**config.mk**
```make
export PLATFORM = sky130hd
export DESIGN_NAME = cmp_timer
export DESIGN_NICKNAME = d
export VERILOG_FILES = /design/src/rtl/ctmr_pkg.sv /design/src/rtl/ctmr_decode.sv /design/src/rtl/ctmr_regs.sv /design/src/rtl/ctmr_resp.sv /design/src/rtl/cmp_timer.sv
export SDC_FILE = /design/constraint.sdc
export NUM_CORES = 1
export LEC_CHECK = 0
export BUFFER_PORTS_ARGS = -buffer_cell sky130_fd_sc_hd__buf_4
export CAP_MARGIN = 20
export CORE_MARGIN = 10
export CORE_UTILIZATION = 56
export CTS_CLUSTER_SIZE = 16
export DETAILED_ROUTE_END_ITERATION = 8
export GPL_TIMING_DRIVEN = 0
export PLACE_DENSITY_LB_ADDON = 0.08
export SKIP_LAST_GASP = 1
export SLEW_MARGIN = 20
export SYNTH_ARGS = -nofsm -noshare
export SYNTH_HDL_FRONTEND = slang
export SYNTH_SLANG_ARGS = --single-unit
```
**constraint.sdc**
```tcl
create_clock -name clk_i -period 4.5 [get_ports clk_i]
set_input_delay 0.225 -clock clk_i [delete_from_list [all_inputs] [get_ports clk_i]]
set_output_delay 0.225 -clock clk_i [all_outputs]
set_load 0.05 [all_outputs]
```
**src/rtl/ctmr_pkg.sv**
```systemverilog
package ctmr_pkg;

    typedef enum logic [1:0] {
        RSP_IDLE,
        RSP_OK,
        RSP_ERR
    } rsp_state_e;

    typedef enum logic [1:0] {
        SEL_CTRL,
        SEL_CMP,
        SEL_CNT,
        SEL_NONE
    } reg_sel_e;

    localparam int unsigned CTRL_EN_BIT   = 0;
    localparam int unsigned CTRL_PEND_BIT = 1;

endpackage

```
**src/rtl/ctmr_decode.sv**
```systemverilog
module ctmr_decode
    import ctmr_pkg::*;
#(
    parameter int unsigned          ADDR_W    = 32,
    parameter int unsigned          WIN_BITS  = 4,
    parameter logic [ADDR_W-1:0]    BASE_ADDR = 32'h0000_0700
) (
    input  logic [ADDR_W-1:0] addr_i,
    output logic              hit_o,
    output logic              bad_o,
    output reg_sel_e          sel_o
);
    localparam int unsigned IDX_W = WIN_BITS - 2;

    logic [IDX_W-1:0] word_idx;

    assign hit_o    = (addr_i[ADDR_W-1:WIN_BITS] == BASE_ADDR[ADDR_W-1:WIN_BITS]);
    assign word_idx = addr_i[WIN_BITS-1:2];

    always_comb begin
        if (addr_i[1:0] != 2'b00) begin
            sel_o = SEL_NONE;
        end else begin
            case (word_idx)
                IDX_W'(0): sel_o = SEL_CTRL;
                IDX_W'(1): sel_o = SEL_CMP;
                IDX_W'(2): sel_o = SEL_CNT;
                default:   sel_o = SEL_NONE;
            endcase
        end
    end

    assign bad_o = (sel_o == SEL_NONE);

endmodule

```
**src/rtl/ctmr_regs.sv**
```systemverilog
module ctmr_regs
    import ctmr_pkg::*;
#(
    parameter int unsigned DATA_W = 32
) (
    input  logic                clk_i,
    input  logic                rst_ni,
    input  logic                wr_ctrl_i,
    input  logic                wr_cmp_i,
    input  logic                wr_cnt_i,
    input  logic [DATA_W/8-1:0] be_i,
    input  logic [DATA_W-1:0]   wdata_i,
    output logic                en_o,
    output logic                pend_o,
    output logic [DATA_W-1:0]   cmp_o,
    output logic [DATA_W-1:0]   cnt_o
);
    localparam int unsigned BE_W = DATA_W / 8;

    logic [DATA_W-1:0] cmp_q, cnt_q;
    logic [DATA_W-1:0] cmp_merged, cnt_merged;
    logic              en_q, pend_q;
    logic              match, clr_req, ctrl_lane0;

    for (genvar b = 0; b < BE_W; b++) begin : g_lane
        assign cmp_merged[b*8 +: 8] = be_i[b] ? wdata_i[b*8 +: 8] : cmp_q[b*8 +: 8];
        assign cnt_merged[b*8 +: 8] = be_i[b] ? wdata_i[b*8 +: 8] : cnt_q[b*8 +: 8];
    end

    assign ctrl_lane0 = wr_ctrl_i && be_i[0];
    assign match      = en_q && (cnt_q == cmp_q);
    assign clr_req    = ctrl_lane0 && wdata_i[CTRL_PEND_BIT];

    always_ff @(posedge clk_i or negedge rst_ni) begin
        if (!rst_ni) begin
            en_q <= 1'b0;
        end else if (ctrl_lane0) begin
            en_q <= wdata_i[CTRL_EN_BIT];
        end
    end

    always_ff @(posedge clk_i or negedge rst_ni) begin
        if (!rst_ni) begin
            pend_q <= 1'b0;
        end else if (match) begin
            pend_q <= 1'b1;
        end else if (clr_req) begin
            pend_q <= 1'b0;
        end
    end

    always_ff @(posedge clk_i or negedge rst_ni) begin
        if (!rst_ni) begin
            cmp_q <= '0;
        end else if (wr_cmp_i) begin
            cmp_q <= cmp_merged;
        end
    end

    always_ff @(posedge clk_i or negedge rst_ni) begin
        if (!rst_ni) begin
            cnt_q <= '0;
        end else if (wr_cnt_i) begin
            cnt_q <= cnt_merged;
        end else if (en_q) begin
            cnt_q <= cnt_q + DATA_W'(1);
        end
    end

    assign en_o   = en_q;
    assign pend_o = pend_q;
    assign cmp_o  = cmp_q;
    assign cnt_o  = cnt_q;

endmodule

```
**src/rtl/ctmr_resp.sv**
```systemverilog
module ctmr_resp
    import ctmr_pkg::*;
#(
    parameter int unsigned DATA_W = 32
) (
    input  logic              clk_i,
    input  logic              rst_ni,
    input  logic              acc_i,
    input  logic              bad_i,
    input  logic [DATA_W-1:0] rd_word_i,
    output logic              rvalid_o,
    output logic              err_o,
    output logic [DATA_W-1:0] rdata_o
);
    rsp_state_e        state_q, state_d;
    logic [DATA_W-1:0] data_q;

    always_comb begin
        state_d = RSP_IDLE;
        unique case (state_q)
            RSP_IDLE, RSP_OK, RSP_ERR: begin
                if (acc_i) begin
                    state_d = bad_i ? RSP_ERR : RSP_OK;
                end else begin
                    state_d = RSP_IDLE;
                end
            end
            default: state_d = RSP_IDLE;
        endcase
    end

    always_ff @(posedge clk_i or negedge rst_ni) begin
        if (!rst_ni) begin
            state_q <= RSP_IDLE;
            data_q  <= '0;
        end else begin
            state_q <= state_d;
            if (acc_i) begin
                data_q <= bad_i ? '0 : rd_word_i;
            end
        end
    end

    always_comb begin
        rvalid_o = 1'b0;
        err_o    = 1'b0;
        rdata_o  = '0;
        unique case (state_q)
            RSP_IDLE: ;
            RSP_OK: begin
                rvalid_o = 1'b1;
                rdata_o  = data_q;
            end
            RSP_ERR: begin
                rvalid_o = 1'b1;
                err_o    = 1'b1;
            end
            default: ;
        endcase
    end

endmodule

```
**src/rtl/cmp_timer.sv**
```systemverilog
module cmp_timer
    import ctmr_pkg::*;
#(
    parameter int unsigned       ADDR_W    = 32,
    parameter int unsigned       DATA_W    = 32,
    parameter int unsigned       WIN_BITS  = 4,
    parameter logic [ADDR_W-1:0] BASE_ADDR = 32'h0000_0700
) (
    input  logic                clk_i,
    input  logic                rst_ni,
    input  logic                bus_req_i,
    input  logic [ADDR_W-1:0]   bus_addr_i,
    input  logic                bus_we_i,
    input  logic [DATA_W/8-1:0] bus_be_i,
    input  logic [DATA_W-1:0]   bus_wdata_i,
    output logic                bus_gnt_o,
    output logic                bus_rvalid_o,
    output logic [DATA_W-1:0]   bus_rdata_o,
    output logic                bus_err_o,
    output logic                irq_o
);
    logic              win_hit, acc_bad, acc;
    reg_sel_e          sel;
    logic              wr_ctrl, wr_cmp, wr_cnt;
    logic              tmr_en, tmr_pend;
    logic [DATA_W-1:0] tmr_cmp, tmr_cnt, rd_word;

    ctmr_decode #(
        .ADDR_W   (ADDR_W),
        .WIN_BITS (WIN_BITS),
        .BASE_ADDR(BASE_ADDR)
    ) i_decode (
        .addr_i(bus_addr_i),
        .hit_o (win_hit),
        .bad_o (acc_bad),
        .sel_o (sel)
    );

    assign bus_gnt_o = bus_req_i && win_hit;
    assign acc       = bus_gnt_o;

    assign wr_ctrl = acc && bus_we_i && (sel == SEL_CTRL);
    assign wr_cmp  = acc && bus_we_i && (sel == SEL_CMP);
    assign wr_cnt  = acc && bus_we_i && (sel == SEL_CNT);

    ctmr_regs #(
        .DATA_W(DATA_W)
    ) i_regs (
        .clk_i    (clk_i),
        .rst_ni   (rst_ni),
        .wr_ctrl_i(wr_ctrl),
        .wr_cmp_i (wr_cmp),
        .wr_cnt_i (wr_cnt),
        .be_i     (bus_be_i),
        .wdata_i  (bus_wdata_i),
        .en_o     (tmr_en),
        .pend_o   (tmr_pend),
        .cmp_o    (tmr_cmp),
        .cnt_o    (tmr_cnt)
    );

    always_comb begin
        rd_word = '0;
        unique case (sel)
            SEL_CTRL: begin
                rd_word[CTRL_EN_BIT]   = tmr_en;
                rd_word[CTRL_PEND_BIT] = tmr_pend;
            end
            SEL_CMP:  rd_word = tmr_cmp;
            SEL_CNT:  rd_word = tmr_cnt;
            SEL_NONE: rd_word = '0;
            default:  rd_word = '0;
        endcase
    end

    ctmr_resp #(
        .DATA_W(DATA_W)
    ) i_resp (
        .clk_i    (clk_i),
        .rst_ni   (rst_ni),
        .acc_i    (acc),
        .bad_i    (acc_bad),
        .rd_word_i(rd_word),
        .rvalid_o (bus_rvalid_o),
        .err_o    (bus_err_o),
        .rdata_o  (bus_rdata_o)
    );

    assign irq_o = tmr_pend;

endmodule

```
==> summary.txt <==
=====================================================================================
Distinct cell type count after synthesis                                           58
Fraction of the mapped netlist area in adder cells                             1.706%
Share of the synthesized netlist area taken by xor and xnor gates              4.925%
Vias                                                                            5,408
Fraction of synthesis flops using an asynchronous set or reset pin             100.0%
Worst IR drop on VDD                                                      0.0002460 V
Die Area                                                                   14,970 µm²
Global-route wire length before repair                                      28,500 µm
Nature of the critical path startpoint                                   primary input
Number of enable flip-flop cells after synthesis                                    0
Slew Viols, Final                                                                   0
Proportion of netlist area held by the largest area contributor                42.64%
Maximum clock frequency                                                    0.3588 GHz
Detailed Route WL                                                           18,110 µm
Vias/cell                                                                       6.303
Placer's final routability congestion estimate                                 0.9297
GR Util All Layers                                                             24.23%
Final ANT Viol Nets                                                                 0
Setup Viol. Count Final                                                             0
I/O Buffers                                                                       107
Clock Path Buffers                                                                  2
Critical path fanouts, max                                                         10
Total clock buffers created by CTS                                                  9
Number of antenna violations at the first check in global routing                   0
Sum Neg Setup Slack                                                              0 ps
Overall Power                                                              0.001697 W
Biggest area consumer among synthesized cells                            sky130_fd_sc_hd__dfrtp_1
Average cell area after synthesis                                           9.813 µm²
Highest-count cells in the layout ignoring fill and taps                 sky130_fd_sc_hd__buf_4 (109), sky130_fd_sc_hd__dfrtp_1 (100), sky130_fd_sc_hd__nand2_1 (54)
Hold Fails Final Rpt                                                                0
Sequential cell area                                                         2502 µm²
Synth top area cells                                                     sky130_fd_sc_hd__dfrtp_1 (43%), sky130_fd_sc_hd__mux2_1 (6.1%), sky130_fd_sc_hd__o31ai_1 (4.2%)
Final #Nets                                                                       797
Clock-pin slew of the registers on the worst-case setup and hold paths         100 ps
Share of synthesized area spent on multiplexers                                6.333%
Power per cell area                                                      239.2 nW/µm²
1st-iter DRT viols                                                                549
Total inserted antenna cells                                                        0
CP Class                                                                 primary input to flip-flop
Cell count after synthesis                                                        598
Dominant combinational cell family by area after synthesis               simple AND/OR/NAND/NOR gates
Area inside the core boundary                                              10,280 µm²
Total area of multi-input combinational cells                                3105 µm²
I/O pins                                                                          108
Crit path capture type                                                      flip-flop
Warnings, synthesis                                                                 0
Number of non-filler instances in the completed layout                            858
Actual slew at the worst max-slew pin                                        917.6 ps
Worst max-slew margin expressed relative to the limit                          38.82%
Syn Std Cell Area                                                            5868 µm²
Leakage                                                                      3.139 nW
Clock sink count                                                                  100
Minimum period implied by the final worst setup slack                         2787 ps
Average routed wire per standard cell                                        21.10 µm
Root buffer cell                                                         sky130_fd_sc_hd__clkbuf_8
CTS H-tree lvls                                                                     3
Largest net degree at the start of global routing                                 101
Path type of the worst min-delay path                                    primary input to flip-flop
Share of post-route cells with drive strength above 1                          22.85%
Area Overhead vs Synth                                                         20.90%
Dpl cells                                                                         841
Result of the run                                                        finished, final reports clean
DPL Wire Length                                                             13,710 µm
Post-CTS sizing                                                                     0
Standard-cell rows                                                                 37
Via count of the first global-routing pass                                      5,418
RSZ-0062 raised after global routing                                               no
Post-route DRC violation count                                                      0
Die Height                                                                   122.4 µm
Fraction of the mapped netlist area in compound gates                          18.85%
Effective utilization at floorplan                                             57.10%
Remaining global-route overflow                                                     0
Top_reg_cell synth                                                       sky130_fd_sc_hd__dfrtp_1
Fraction of the yosys area taken by sequential cells                           42.64%
Worst EP arrival                                                              3070 ps
Maximum clock skew at final layout                                           7.888 ps
Horizontal die dimension                                                     122.4 µm
Required time reported for the critical path endpoint                         4780 ps
Flip-flop and latch count after synthesis                                         100
Final clock period utilization by the worst path                               61.93%
Syn_nets                                                                          678
Most common library cell in the layout ignoring fill and taps            sky130_fd_sc_hd__buf_4
Fill cell total of the finished layout                                            870
First-pass iteration count of the detailed router                                   5
Max-Cap Viols                                                                       0
TritonCTS clock tree                                                              yes
Post-route standard cell area excluding fillers                              7094 µm²
Insertion delay to the later sink of the worst-skew pair                       390 ps
Placement Cell Area                                                          6845 µm²
Post-Synth Simple-Gate Area                                                    21.11%
=====================================================================================
==> power by group <==
| group | total (W) | leakage [nW] | internal [W] | switching [W] |
|---|---|---|---|---|
| Combinational | 0.000107 | 1.70 | 0.0000488 | 0.0000586 |
| Clock | 0.000692 | 0.115 | 0.000367 | 0.000325 |
| Sequential | 0.000898 | 1.32 | 0.000898 | 0.00000000000516 |
==> synth_stat cells (all sizes together), types with 3 or more instances <==
master	n
dfrtp	100
nand2	55
and2	34
mux2	33
o31ai	33
a22oi	32
clkbuf	30
a21oi	24
nand3	22
nor2	22
nand4	20
inv	18
xnor2	18
nor3	16
xor2	15
buf	13
and4	12
o221a	12
nor4	11
and3	10
a211oi	8
ha	8
o21ai	8
o22ai	8
nor4b	4
a31oi	3
o32ai	3
==> area by class of cell <==
cell class                 count  share of cell area (%)
clock inverter                 7                   1.623
sequential                   100                   35.27
tap                          136                   2.399
buffer                        43                   2.716
timing repair buffer         108                   11.52
inverter                      18                  0.9524
multi-input combinational    437                   43.77
clock buffer                   9                   1.746
==> final timing paths <==
kind / to / slack (ps) / start / depth (start not counted)
max reg2reg: i_regs.cnt_o[26]$_DFFE_PN0P_ / 2210 / i_regs.cnt_o[15]$_DFFE_PN0P_ / 7
min in group asynchronous: i_resp.data_q[6]$_DFFE_PN0N_ / 510 / rst_ni / 2
min reg2reg: i_resp.data_q[20]$_DFFE_PN0N_ / 480 / i_resp.data_q[20]$_DFFE_PN0N_ / 2
min: i_regs.cmp_o[27]$_DFFE_PN0P_ / 60 / bus_wdata_i[27] / 2
max: i_regs.cnt_o[5]$_DFFE_PN0P_ / 1710 / bus_addr_i[2] / 10
max in group asynchronous: i_regs.cnt_o[28]$_DFFE_PN0P_ / 3390 / rst_ni / 2
==> per-stage QoR <==
stage	setup slack (ps)	utilization, %	hold WS (ps)
detailed placement	1397	66.61	394.4
global route	1557	69.03	35.28
global placement	1428	66.57	449.7
finish	1713	69.03	55.94
CTS	1775	69.03	40.56
floorplan	2236	-	-70.59
==> cells by family (layout without fill, tap and decap cells) <==
logic type,Yosys count,after routing
and+or+nand+nor,215,215
AOI/OAI and AO/OA,148,148
DFF,100,100
buffers and inverters,61,185
xor gates and xnor gates,33,33
muxes,33,33
adders and majority gates,8,8
==> per-layer routing <==
| metal | up-vias | routed length (µm) | global-route usage, % |
|---|---|---|---|
| li1 | 2464 | - | - |
| met4 | 0 | 319 | 7.511 |
| met1 | 2679 | 7566 | 30.64 |
| met5 | - | 0 | 0 |
| met2 | 235 | 8729 | 39.47 |
| met3 | 30 | 1492 | 6.887 |
==> worst max-delay path: stages <==
cell                       delay (ps)
sky130_fd_sc_hd__buf_4            110
sky130_fd_sc_hd__nor3_1           350
sky130_fd_sc_hd__ha_1             220
sky130_fd_sc_hd__buf_2            240
sky130_fd_sc_hd__and4bb_1         250
sky130_fd_sc_hd__nand4_1          530
sky130_fd_sc_hd__nor2_1           330
sky130_fd_sc_hd__buf_4            250
sky130_fd_sc_hd__nand2_1          220
sky130_fd_sc_hd__o221a_2          330
==> repair_timing <==
| item | 4_1_cts | 5_1_grt |
|---|---|---|
| endpoints found under the setup margin | 0 | 0 |
| hold endpoints to repair | 100 | 0 |
| setup buffers | 0 | 0 |
| hold buffers | 1 | 0 |
==> registers in the layout, summed over array words and instances, names as in the netlist <==
| name | count |
|---|---|
| i_resp.state_q | 2 |
| i_regs.en_o | 1 |
| i_regs.cnt_o | 32 |
| i_resp.data_q | 32 |
| i_regs.pend_o | 1 |
| i_regs.cmp_o | 32 |
No activity file was read; power rests on OpenSTA's default activity.
